`src/rtl/dsc_pkg.sv`:
```
package dsc_pkg;

    typedef enum logic [1:0] {
        SEL_PRIMARY = 2'd0,
        SEL_BACKUP  = 2'd1,
        SEL_SAFE    = 2'd2
    } sel_e;

    // Control goes to the first pair that has not failed.
    function automatic sel_e pick_sel(input logic fail_pri, input logic fail_bak);
        if (!fail_pri)      return SEL_PRIMARY;
        else if (!fail_bak) return SEL_BACKUP;
        else                return SEL_SAFE;
    endfunction

endpackage

```
`src/rtl/dsc_pair_monitor.sv`:
```
module dsc_pair_monitor #(
    parameter int W         = 16,
    parameter int VALID_TMO = 4,
    parameter int CNT_W     = 3
) (
    input  logic             clk,
    input  logic             rst,
    input  logic             va,
    input  logic             vb,
    input  logic [W-1:0]     da,
    input  logic [W-1:0]     db,
    output logic             agree,
    output logic             mismatch,
    output logic             failed,
    output logic [CNT_W-1:0] count
);
    localparam int SW = (VALID_TMO > 1) ? $clog2(VALID_TMO) : 1;
    localparam logic [SW-1:0] SOLO_LAST = SW'(VALID_TMO - 1);

    logic [SW-1:0] solo_q;
    logic          solo;
    logic          data_diff;
    logic          solo_expired;

    assign solo         = va ^ vb;
    assign data_diff    = va && vb && (da != db);
    assign solo_expired = solo && (solo_q == SOLO_LAST);
    assign mismatch     = data_diff || solo_expired;
    assign agree        = va && vb && (da == db);

    always_ff @(posedge clk) begin
        if (rst) begin
            solo_q <= '0;
        end else if (solo && !solo_expired) begin
            solo_q <= solo_q + 1'b1;
        end else begin
            solo_q <= '0;
        end
    end

    always_ff @(posedge clk) begin
        if (rst) begin
            failed <= 1'b0;
        end else if (mismatch) begin
            failed <= 1'b1;
        end
    end

    always_ff @(posedge clk) begin
        if (rst) begin
            count <= '0;
        end else if (mismatch && (count != '1)) begin
            count <= count + 1'b1;
        end
    end

endmodule

```
`src/rtl/dsc_out_select.sv`:
```
module dsc_out_select
    import dsc_pkg::*;
#(
    parameter int W = 16
) (
    input  logic         clk,
    input  logic         rst,
    input  sel_e         sel,
    input  logic [1:0]   agree,
    input  logic [W-1:0] word_pri,
    input  logic [W-1:0] word_bak,
    output logic         act_valid,
    output logic [W-1:0] act_data
);
    logic         fwd;
    logic [W-1:0] word;

    always_comb begin
        fwd  = 1'b0;
        word = '0;
        case (sel)
            SEL_PRIMARY: begin fwd = agree[0]; word = word_pri; end
            SEL_BACKUP:  begin fwd = agree[1]; word = word_bak; end
            default:     begin fwd = 1'b0;     word = '0;       end
        endcase
    end

    always_ff @(posedge clk) begin
        if (rst) begin
            act_valid <= 1'b0;
            act_data  <= '0;
        end else begin
            act_valid <= fwd;
            act_data  <= fwd ? word : '0;
        end
    end

endmodule

```
`src/rtl/dsc_failover.sv`:
```
module dsc_failover
    import dsc_pkg::*;
#(
    parameter int W         = 16,
    parameter int VALID_TMO = 4,
    parameter int CNT_W     = 3
) (
    input  logic               clk,
    input  logic               rst,
    input  logic [3:0]         lane_valid,
    input  logic [4*W-1:0]     lane_data,
    output logic               act_valid,
    output logic [W-1:0]       act_data,
    output logic [1:0]         pair_en,
    output logic [3:0]         lane_rst,
    output logic               active_pair,
    output logic [1:0]         pair_failed,
    output logic               safe_state,
    output logic [2*CNT_W-1:0] mm_count
);
    localparam int NPAIR = 2;

    logic [NPAIR-1:0] agree;
    logic [NPAIR-1:0] mismatch;
    sel_e             sel;

    for (genvar p = 0; p < NPAIR; p++) begin : g_pair
        dsc_pair_monitor #(
            .W         (W),
            .VALID_TMO (VALID_TMO),
            .CNT_W     (CNT_W)
        ) mon_i (
            .clk      (clk),
            .rst      (rst),
            .va       (lane_valid[2*p]),
            .vb       (lane_valid[2*p+1]),
            .da       (lane_data[(2*p)*W +: W]),
            .db       (lane_data[(2*p+1)*W +: W]),
            .agree    (agree[p]),
            .mismatch (mismatch[p]),
            .failed   (pair_failed[p]),
            .count    (mm_count[p*CNT_W +: CNT_W])
        );
        assign pair_en[p]          = ~pair_failed[p];
        assign lane_rst[2*p +: 2]  = {2{pair_failed[p]}};
    end

    assign sel         = pick_sel(pair_failed[0], pair_failed[1]);
    assign active_pair = (sel == SEL_BACKUP);
    assign safe_state  = (sel == SEL_SAFE);

    dsc_out_select #(.W(W)) sel_i (
        .clk       (clk),
        .rst       (rst),
        .sel       (sel),
        .agree     (agree),
        .word_pri  (lane_data[0 +: W]),
        .word_bak  (lane_data[2*W +: W]),
        .act_valid (act_valid),
        .act_data  (act_data)
    );

endmodule

```
`config.mk`:
```
export PLATFORM = sky130hd
export DESIGN_NAME = dsc_failover
export DESIGN_NICKNAME = d
export VERILOG_FILES = /design/src/rtl/dsc_pkg.sv /design/src/rtl/dsc_pair_monitor.sv /design/src/rtl/dsc_out_select.sv /design/src/rtl/dsc_failover.sv
export SDC_FILE = /design/constraint.sdc
export NUM_CORES = 1
export LEC_CHECK = 0
export BUFFER_PORTS_ARGS = -buffer_cell sky130_fd_sc_hd__buf_2
export CAP_MARGIN = 15
export CORE_MARGIN = 2
export CORE_UTILIZATION = 35
export CTS_CLUSTER_SIZE = 20
export DETAILED_ROUTE_END_ITERATION = 10
export GPL_TIMING_DRIVEN = 0
export PLACE_DENSITY_LB_ADDON = 0.15
export SYNTH_ARGS = -nofsm -noshare
export SYNTH_HDL_FRONTEND = slang
export SYNTH_SLANG_ARGS = --single-unit
```
`constraint.sdc`:
```
create_clock -name clk -period 1.5 [get_ports clk]
set_input_delay 0.225 -clock clk [delete_from_list [all_inputs] [get_ports clk]]
set_output_delay 0.225 -clock clk [all_outputs]
set_load 0.01 [all_outputs]
```
==> run_results.csv <==
group,metric,value,unit
finish,multi_input_comb_area,1090,sq um
route,drcViolationCount,0,
global_routing,grt_pass1_wl,7050,um
yosys,synth_nets,242,
placed_design,port_buffers,101,
yosys,synth_top_family_by_area,"simple AND/OR/NAND/NOR gates",
placed_design,dp_hpwl,3710,um
yosys,ys_warn_count,0,
cts,numCtsBuffers,5,
timing,fmax,0.674,GHz
yosys,synth_fa_ha_area_share,5.77,%
finish,nets,359,
pwr,p_per_area,763,nW/um^2
timing,tightest_slew,0.310,ns
cts,clkLatencyLatePin,0.28,ns
finish,layout.area.seq,587,sq um
pwr,p_leak,1.20,nW
yosys,synthCells,164,
die,fp.dieH,74.4,um
timing,skew,0.00585,ns
cts,clk_pin_slew,0.07,ns
yosys,syn_avg_cell_area,10.6,sq um
yosys,ys_types,29,
finish,drive_gt1_share,56.7,%
critical_path,worstPathArrival,1.65,ns
run_status,status,"complete, no violations",
critical_path,crit_fanout,2,
finish,syn_to_final_growth,51.3,%
die,die_area,5540,sq um
yosys,ys_seq_area_share,33.5,%
critical_path,worstSetupStartpointType,"input port",
critical_path,endpoint_kind,"flip-flop",
yosys,synthesis.area,1740,sq um
route,avgRoutedWirePerCell,13.8,um
die,coreArea,4750,sq um
global_routing,antenna_found_initial,0,
cts,h-tree-depth,2,
finish,fillers,450,
critical_path,slowest_delay,0.39,ns
timing,max_slew_margin,79.3,%
global_routing,grt_usage,17.2,%
die,fp-row-count,25,
global_routing,grt_pass1_vias,1540,
die,die_w,74.4,um
timing,finalSetupViolations,0,
route,drt_iter0_markers,50,
yosys,synth_edf_count,0,
route,vias,1623,
yosys,synthArstFlopShare,0,%
cts,cts_num_sinks,29,
route,routed_via_density,4.65,
pwr,fin_total_pwr,0.00200,W
critical_path,crit_family,"simple AND/OR/NAND/NOR gates",
yosys,synthSimpleGateAreaFrac,21.0,%
die,start_util,36.5,%
yosys,synth.ff_latch_count,29,
timing,fin_crit,1.48,ns
finish,n_antenna_cell,0,
critical_path,crit_type,"in2reg",
cts,cts_buffer_depth,2,
cts,cts_tree,"done",
critical_path,path_cells,"buf_8 -> xnor2_4 -> nand4_1 -> nor4_4 -> buf_4 -> o31ai_4 -> mux2_4",
timing,hold_slack,0.241,ns
timing,hold_viol,0,
die,io_pins,103,
flow_run,max_cap_viol_count,0,
route,routed_wirelength,4810,um
yosys,synthMuxAreaShare,3.60,%
pwr,vdd_drop_max,0.670,mV
route,ant_nets,0,
yosys,synth_flop_cell,"dfxtp_1",
yosys,synth-compound-area-share,11.2,%
global_routing,gr-total-overflow,0,
critical_path,crit_required,1.66,ns
timing,min_period_over_period,98.9,%
cts,cts_root_buffer,"clkbuf_8",
critical_path,cp_slowest_cell,"nor4_4",
placed_design,gp_congestion,0.784,
worst_hold_path,hold_path.class,"in2reg",
timing,slew_viol_final,0,
global_routing,grt_max_degree,11,
critical_path,path_buf_inv,2,
timing,rsz0062_at_grt,"yes",
route,drtPass1Iterations,4,
yosys,synth_xor_xnor_area_share,16.1,%
-- cell usage in the layout (no fill, tap or decap), drive strengths merged --
master         count
a21oi              2
a22oi             16
a2bb2oi            2
a32oi              1
buf              122
clkbuf             8
clkdlybuf4s50      1
clkinv             1
dfxtp             29
ha                 8
inv                4
mux2               2
mux2i              4
nand2b             8
nand3b             2
nand4              8
nor2               6
nor2b              2
nor3              16
nor4               2
nor4b              2
nor4bb             2
o31ai              2
xnor2             32
-- cells in the mapped netlist, types with 4 or more instances --
library cell | instances | share of area (%)
xnor2_1 | 32 | 16
dfxtp_1 | 29 | 33
a22oi_1 | 16 | 6.9
ha_1 | 8 | 5.8
nand2b_1 | 8 | 2.9
nand4_1 | 8 | 2.9
nor3_2 | 8 | 4.6
nor3_1 | 7 | 2.0
buf_4 | 6 | 2.6
buf_6 | 6 | 3.9
nor2_1 | 5 | 1.1
inv_1 | 4 | 0.86
mux2i_1 | 4 | 2.3
-- routing by layer --
metal	share of wire (%)	vias up	global-route usage [%]
met5	0	-	0
met1	41	734	19.7
met3	6.4	8	3.79
li1	-	819	-
met4	1.8	0	6.94
met2	51	62	30.8
-- logic make-up (layout without fill, tap and decap cells) --
kind of cell	Yosys count	count (layout)
DFF	29	29
muxes	6	6
AOI/OAI and AO/OA	23	23
buffers and inverters	18	136
adders and majority gates	8	8
and+or+nand+nor	48	48
xor gates and xnor gates	32	32
-- timing repair --
action / CTS / global route
setup buffers: 7 / 2
resized for setup: 6 / 18
pin swaps: 5 / 6
setup endpoints to repair: 19 / 17
hold buffers: 0 / 0
-- power by group --
part	internal, W	switching, W	total [W]
clock network	0.000414	0.000296	0.000710
registers	0.000790	0.0000146	0.000804
logic	0.000268	0.000221	0.000489
total	0.00147	0.000532	0.00200
-- area by class of cell --
type | instances | share of cell area, %
clock buffer | 7 | 3.67
multi-input combinational | 117 | 41.6
inverter | 4 | 0.572
tap | 67 | 3.19
buffer | 14 | 5.24
clock inverter | 1 | 0.191
sequential | 29 | 22.4
timing repair buffer | 110 | 23.2
-- flip-flops by register name, summed over array words and instances (netlist names) --
signal,flops
g_pair.mon_i.solo_q,4
sel_i.act_data,16
g_pair.mon_i.failed,2
sel_i.act_valid,1
g_pair.mon_i.count,6
-- path summary, 6_finish.rpt --
kind,cells past startpoint,to,slack [ns],start
setup / recovery,7,g_pair[1].mon_i.count[0],0.02,lane_data[44]
hold / removal,3,sel_i.act_data[1],0.24,lane_data[33]
setup reg to reg,5,g_pair[1].mon_i.count[0],0.07,g_pair[1].mon_i.count[0]
hold reg to reg,1,g_pair[1].mon_i.solo_q[0],0.44,g_pair[1].mon_i.solo_q[0]
-- stage by stage --
step / std cells / TNS [ns] / utilization [%] / setup WS (ns) / instance area (sq um)
CTS: 347 / 0 / 52.9 / 0.00795 / 2520
global placement: 332 / -7.02 / 49.4 / -0.410 / 2350
finish: 349 / 0 / 55.2 / 0.0166 / 2630
detailed placement: 332 / -7.22 / 49.4 / -0.422 / 2350
global route: 349 / -0.0453 / 55.2 / -0.0453 / 2630
floorplan: 164 / -0.194 / - / -0.0255 / 1760
-- worst register-to-register path: stages (launching register included) --
cell and delay [ns]:
dfxtp_2 0.33, ha_2 0.18, ha_2 0.18, nand3b_1 0.20, o31ai_4 0.10, mux2_4 0.32
(Power assumes the default switching activity.)
